[src/rtl/cpbw_pkg.sv]
// Shared phase and response encodings for the stall responder.
// Assumes a two-bit phase and a two-bit response field at the top ports.
package cpbw_pkg;
    typedef enum logic [1:0] {
        PH_CONT  = 2'd0,
        PH_FIRST = 2'd1,
        PH_XFER  = 2'd2,
        PH_INTR  = 2'd3
    } phase_e;

    typedef enum logic [1:0] {
        RS_PASS  = 2'd0,
        RS_BUSY  = 2'd1,
        RS_DONE  = 2'd2,
        RS_FIRST = 2'd3
    } resp_e;
endpackage

[src/rtl/cpbw_duration.sv]
// Works out the effective wait length from the configured count and the two
// mode flags. Adds one cycle only when both flags are set.
// Assumes: purely combinational, and the output is one bit wider than the input.
module cpbw_duration #(
    parameter int WAIT_W = 4,
    localparam int DUR_W = WAIT_W + 1
) (
    input  logic [WAIT_W-1:0] wait_cfg,
    input  logic              ext_iface,
    input  logic              ext_core,
    output logic [DUR_W-1:0]  dur_eff,
    output logic              active
);
    logic extra;

    // Combine the configured count with the extension rule.
    always_comb begin
        extra   = ext_iface & ext_core;
        dur_eff = {1'b0, wait_cfg} + {{(DUR_W-1){1'b0}}, extra};
        active  = (dur_eff != '0);
    end
endmodule

[src/rtl/cpbw_timer.sv]
// Holds the start timestamp and the length of the current wait, and reports
// whether the live cycle count has reached their sum.
// Assumes: unsigned compare with no wrap of the cycle count during a wait.
module cpbw_timer #(
    parameter int TIME_W = 32,
    parameter int DUR_W  = 5,
    localparam int SUM_W = TIME_W + 1
) (
    input  logic              clk,
    input  logic              rst_n,
    input  logic              load,
    input  logic [TIME_W-1:0] start_in,
    input  logic [DUR_W-1:0]  dur_in,
    input  logic [TIME_W-1:0] now,
    output logic              expired
);
    logic [TIME_W-1:0] start_q;
    logic [DUR_W-1:0]  dur_q;
    logic [SUM_W-1:0]  end_time;

    // Capture start time and length when a wait begins.
    always_ff @(posedge clk) begin
        if (!rst_n) begin
            start_q <= '0;
            dur_q   <= '0;
        end else if (load) begin
            start_q <= start_in;
            dur_q   <= dur_in;
        end
    end

    // Compare the live count with the stored end point.
    always_comb begin
        end_time = {1'b0, start_q} + {{(SUM_W-DUR_W){1'b0}}, dur_q};
        expired  = ({1'b0, now} >= end_time);
    end
endmodule

[src/rtl/cpbw_ctrl.sv]
// Decides the response for each request and keeps the busy flag. The response
// is registered and valid one cycle after the strobe.
// Assumes: 'expired' and 'active' are valid in the cycle of the request.
module cpbw_ctrl
    import cpbw_pkg::*;
(
    input  logic       clk,
    input  logic       rst_n,
    input  logic       req_valid,
    input  logic [1:0] req_phase,
    input  logic       active,
    input  logic       expired,
    output logic       load,
    output logic       busy,
    output logic       rsp_valid,
    output logic [1:0] rsp_code
);
    logic  busy_n;
    resp_e code_n;
    phase_e ph;

    // Pick the next busy state and the response for the present request.
    always_comb begin
        ph     = phase_e'(req_phase);
        busy_n = busy;
        code_n = RS_PASS;
        load   = 1'b0;
        if (req_valid && active) begin
            if (ph == PH_INTR) begin
                busy_n = 1'b0;
                code_n = RS_DONE;
            end else if (busy) begin
                if (expired) begin
                    busy_n = 1'b0;
                    code_n = RS_FIRST;
                end else begin
                    code_n = RS_BUSY;
                end
            end else if (ph == PH_FIRST) begin
                load   = 1'b1;
                busy_n = 1'b1;
                code_n = RS_BUSY;
            end
        end
    end

    // Register busy flag and response.
    always_ff @(posedge clk) begin
        if (!rst_n) begin
            busy      <= 1'b0;
            rsp_valid <= 1'b0;
            rsp_code  <= RS_PASS;
        end else begin
            busy      <= busy_n;
            rsp_valid <= req_valid;
            rsp_code  <= req_valid ? code_n : RS_PASS;
        end
    end


    intr_done_chk: assert property (@(posedge clk) disable iff (!rst_n)
        (req_valid && active && req_phase == PH_INTR) |=> (rsp_code == RS_DONE && !busy));

    busy_rise_chk: assert property (@(posedge clk) disable iff (!rst_n)
        $rose(busy) |-> $past(req_valid && req_phase == PH_FIRST && active));

    rsp_timing_chk: assert property (@(posedge clk) disable iff (!rst_n)
        rsp_valid |-> $past(req_valid));

    busy_hold_chk: assert property (@(posedge clk) disable iff (!rst_n)
        (busy && req_valid && active && req_phase != PH_INTR && !expired)
        |=> (busy && rsp_code == RS_BUSY));

    expire_chk: assert property (@(posedge clk) disable iff (!rst_n)
        (busy && req_valid && active && req_phase != PH_INTR && expired)
        |=> (!busy && rsp_code == RS_FIRST));
endmodule

[src/rtl/cp_stall_responder.sv]
// Top level of the coprocessor stall responder: effective-length logic, wait
// timer and response control.
// Assumes: cycle_now does not wrap during a wait; synchronous active-low reset.
module cp_stall_responder
    import cpbw_pkg::*;
#(
    parameter int WAIT_W = 4,
    parameter int TIME_W = 32,
    localparam int DUR_W = WAIT_W + 1
) (
    input  logic              clk,
    input  logic              rst_n,
    input  logic              req_valid,
    input  logic [1:0]        req_phase,
    input  logic [TIME_W-1:0] cycle_now,
    input  logic [WAIT_W-1:0] wait_cfg,
    input  logic              ext_iface,
    input  logic              ext_core,
    output logic              rsp_valid,
    output logic [1:0]        rsp_code,
    output logic              busy
);
    logic [DUR_W-1:0] dur_eff;
    logic             active;
    logic             expired;
    logic             load;

    cpbw_duration #(.WAIT_W(WAIT_W)) dur_i (
        .wait_cfg (wait_cfg),
        .ext_iface(ext_iface),
        .ext_core (ext_core),
        .dur_eff  (dur_eff),
        .active   (active)
    );

    cpbw_timer #(.TIME_W(TIME_W), .DUR_W(DUR_W)) tmr_i (
        .clk     (clk),
        .rst_n   (rst_n),
        .load    (load),
        .start_in(cycle_now),
        .dur_in  (dur_eff),
        .now     (cycle_now),
        .expired (expired)
    );

    cpbw_ctrl ctl_i (
        .clk      (clk),
        .rst_n    (rst_n),
        .req_valid(req_valid),
        .req_phase(req_phase),
        .active   (active),
        .expired  (expired),
        .load     (load),
        .busy     (busy),
        .rsp_valid(rsp_valid),
        .rsp_code (rsp_code)
    );


    idle_stable_chk: assert property (@(posedge clk) disable iff (!rst_n)
        !req_valid |=> $stable(busy));

    bypass_chk: assert property (@(posedge clk) disable iff (!rst_n)
        (req_valid && !active) |=> (rsp_code == RS_PASS && $stable(busy)));
endmodule

[config.mk]
export PLATFORM = sky130hd
export DESIGN_NAME = cp_stall_responder
export DESIGN_NICKNAME = d
export VERILOG_FILES = /design/src/rtl/cpbw_pkg.sv /design/src/rtl/cpbw_duration.sv /design/src/rtl/cpbw_timer.sv /design/src/rtl/cpbw_ctrl.sv /design/src/rtl/cp_stall_responder.sv
export SDC_FILE = /design/constraint.sdc
export NUM_CORES = 1
export LEC_CHECK = 0
export BUFFER_PORTS_ARGS = -buffer_cell sky130_fd_sc_hd__buf_2
export CORE_UTILIZATION = 48
export DETAILED_ROUTE_END_ITERATION = 10
export HOLD_SLACK_MARGIN = 0.1
export PLACE_DENSITY_LB_ADDON = 0.05
export SYNTH_ARGS = -nofsm -noshare
export SYNTH_HDL_FRONTEND = slang
export SYNTH_HIERARCHICAL = 1
export SYNTH_SLANG_ARGS = --single-unit
[constraint.sdc]
create_clock -name clk -period 4.5 [get_ports clk]
set_clock_uncertainty 0.2 [all_clocks]
set_input_delay 0.45 -clock clk [delete_from_list [all_inputs] [get_ports clk]]
set_output_delay 0.45 -clock clk [all_outputs]
set_load 0.02 [all_outputs]
==> metrics.md <==
| Metric | Value |
|---|---|
| I/O pin cnt | 47 |
| Unrepaired setup endpoints after global routing | no |
| Largest net degree at the start of global routing | 41 |
| Clock-pin transition on the worst setup and hold timing paths | 0.08 ns |
| Arrival time at the worst endpoint | 4.26 ns |
| F_max | 234 MHz |
| Leakage power | 0.00134 uW |
| Routed WL per cell | 14.1 um |
| Cts bufs inserted | 5 |
| Pwr per Cell Area | 233 nW/um^2 |
| Worst Path Buf+Inv | 0 |
| CTS tree | done |
| Int Power | 585 uW |
| Tmin final | 4.27 ns |
| Synth area leaders | dfxtp_1 27%, ha_1 16%, mux2i_1 12%, nor2b_1 7.7%, xor2_1 5.3% |
| Gr usage total | 20.9% |
| Slew @ Worst Pin | 0.654 ns |
| Most used cell, CP | ha_1 |
| Starting Density | 50.1% |
| Hold Crit Class | in2reg |
| Global route overflow | 0 |
| DRT Pass-1 Iters | 4 |
| RePlAce Congestion | 0.871 |
| Setup crit start | tmr_i/start_q[0] |
| CP Data Required Time | 4.49 ns |
| Post-Layout Cell Count | 448 |
| Final hold vios | 0 |
| Most frequent cells in the layout | 46 x buf_2, 41 x dfxtp_1, 39 x ha_1 |
| Antenna-violating nets left | 0 |
| Post-synth EDFFs | 0 |
| Kind of critical path | reg2reg |
| Vias in the first global route | 2286 |
| Max-slew violation count | 0 |
| CTS max path bufs | 2 |
| Logic gate share of total power | 17.9% |
| Yosys cell types | 41 |
| Slowest CP cell | fa_1 |
| HPWL Detailed | 4820 um |
| Peak supply drop | 0.000132 V |
| CP delay by family, top | compound AO/OA/AOI/OAI gates |
| Switching Share | 26.4% |
| Antenna Cells | 0 |
| Die width | 81.1 um |
| Max Cap Violations | 0 |
| Seq pwr share | 49.0% |
| Post-synthesis register bit count | 41 |
| Synth area leader | dfxtp_1 |
| Crit share post-route | 94.9% |
| CP Launch Type | register |
| Dpl cells | 440 |
| Post-Layout Inst Area | 3420 sq um |
| IO Port Bufs | 46 |
| CTS root buffer | clkbuf_8 |
| First-pass GRT wire length | 10500 um |
| FF-to-FF Start | tmr_i/start_q[0] |
| Mapped Cells | 326 |
| Htree depth | 2 |
| DRC violation total after the first TritonRoute iteration | 105 |
| Vias per Instance | 5.42 |
| Placed cell areas | 3300 sq um |
| Synth Warn # | 6 |
| Worst path cell trace | ha_1 -> fa_1 -> a21o_1 -> a21oi_1 -> o21bai_2 -> nand3_2 -> nor4_1 -> xnor2_1 -> ha_1 -> and4_1 -> nand4_1 -> or3_1 -> o41ai_1 -> o32a_1 -> a22oi_1 -> o221a_2 |
| Worst-Skew Late Latency | 0.29 ns |
| Commonest non-fill, non-tap cell in the layout | buf_2 |
| Initial antenna violation count | 0 |
| Setup TNS | 0 ns |
| Syn Area/Cell | 9.21 sq um |
| Die ar. | 6570 sq um |
| Worst Hold Launch | req_phase[1] |
| Die H | 81.1 um |
| Std cell rows | 28 |
| Hold WS | 0.177 ns |
| Vias | 2429 |
| Residual DRC count | 0 |
| Layout cells sized above 1 | 18.0% |
| Status | completed |
| Async SR Flop Fraction | 0% |
| Netlist Area Pre-Place | 3000 sq um |
| Largest stage delay on the critical path | 0.40 ns |
| Setup crit end kind | register |
| Area share of the largest cell type after synthesis | 27.3% |
| Synth Flop Type | dfxtp_1 |
| Nets | 455 |
| Final number of setup-violating endpoints | 0 |
| Switch Pwr | 210 uW |
| Crit-path max FO | 6 |
| Rel. slew slack | 56.4% |
| Routed wire length | 6300 um |
| Sequential share of the synthesized area | 27.3% |
| Placeable Area | 5990 sq um |
| Syn_nets | 409 |
| Power share of the clock group | 33.2% |
| TritonCTS Sinks | 41 |
| Area Overhead vs Synth | 13.8% |
## routing by layer
metal | share of wire [%] | routed length, um | global-route usage, % | up-vias
li1 | - | - | - | 1259
met1 | 50 | 3130 | 28.4 | 1109
met2 | 46 | 2870 | 34.4 | 57
met3 | 4.1 | 259 | 3.93 | 4
met4 | 0.63 | 40 | 4.29 | 0
met5 | 0 | 0 | 0 | -
## cell usage after synthesis, types with 3 or more instances
master,count
nor2_1,12
xor2_1,18
a21oi_1,18
nor2b_1,37
a21o_1,6
ha_1,39
mux2i_1,37
nand2_1,18
buf_1,4
inv_1,6
xnor2_1,14
and3_1,4
nand4_1,12
clkbuf_1,4
o21ai_0,5
nor3_1,4
nand3_1,16
dfxtp_1,41
nor4_1,3
## power groups by stage
stage	Clock (uW)	Sequential (uW)	Combinational [uW]
CTS	277	389	143
global placement	0	397	140
finish	264	389	142
detailed placement	0	398	143
global route	288	391	162
floorplan	0	397	91.8
## path summary, 6_finish.rpt
kind | to | slack (ns) | cells past startpoint
setup / recovery | ctl_i/busy | 0.23 | 16
hold / removal | ctl_i/rsp_code[0] | 0.18 | 2
setup reg to reg | ctl_i/busy | 0.23 | 16
hold reg to reg | tmr_i/dur_q[0] | 0.33 | 2
## sequential cells by signal (all words and copies together), names as in the netlist
register         cells
tmr_i/start_q       32
tmr_i/dur_q          5
ctl_i/rsp_code       2
ctl_i/busy           1
ctl_i/rsp_valid      1
## metrics by stage
stage               total power [uW]  setup WS, ns  util, %
floorplan                        489         0.574        -
global placement                 537         0.308     55.2
detailed placement               540         0.195     55.2
CTS                              809         0.129     56.9
global route                     841        0.0493     57.0
finish                           795         0.228     57.0
## worst register-to-register path: cells and delay by family, from the launching register on
family	cells	cell delay (ns)
xor+xnor	1	0.13
fa+ha+maj	3	0.92
compound gates	7	1.59
simple gates	5	1.00
flops	1	0.32
## area by class of cell
type | count | area (sq um)
Clock inverter | 1 | 5.00
Inverter | 6 | 22.5
Tap cell | 75 | 93.8
Fill cell | 582 | 2570
Timing Repair Buffer | 48 | 245
Multi-Input combinational cell | 270 | 2130
Sequential cell | 41 | 821
Clock buffer | 7 | 96.3
## kinds of logic (layout without fill, tap and decap cells)
| group | Yosys count | in the layout | share of synthesized area (%) |
|---|---|---|---|
| AND/OR/NAND/NOR | 120 | 120 | 23.2 |
| AO/OA/AOI/OAI | 41 | 41 | 8.71 |
| flip-flops | 41 | 41 | 27.3 |
| adder cells (fa/ha/maj) | 40 | 40 | 16.9 |
| multiplexers | 37 | 37 | 12.3 |
| XOR/XNOR | 32 | 32 | 9.34 |
| buffers and inverters | 15 | 62 | 2.13 |
## what timing repair did
action                                  4_1_cts  5_1_grt
resized for setup                             0        2
setup buffers                                 0        0
hold buffers                                  0        0
endpoints found under the setup margin        0        1
No activity file was read; power rests on OpenSTA's default activity.
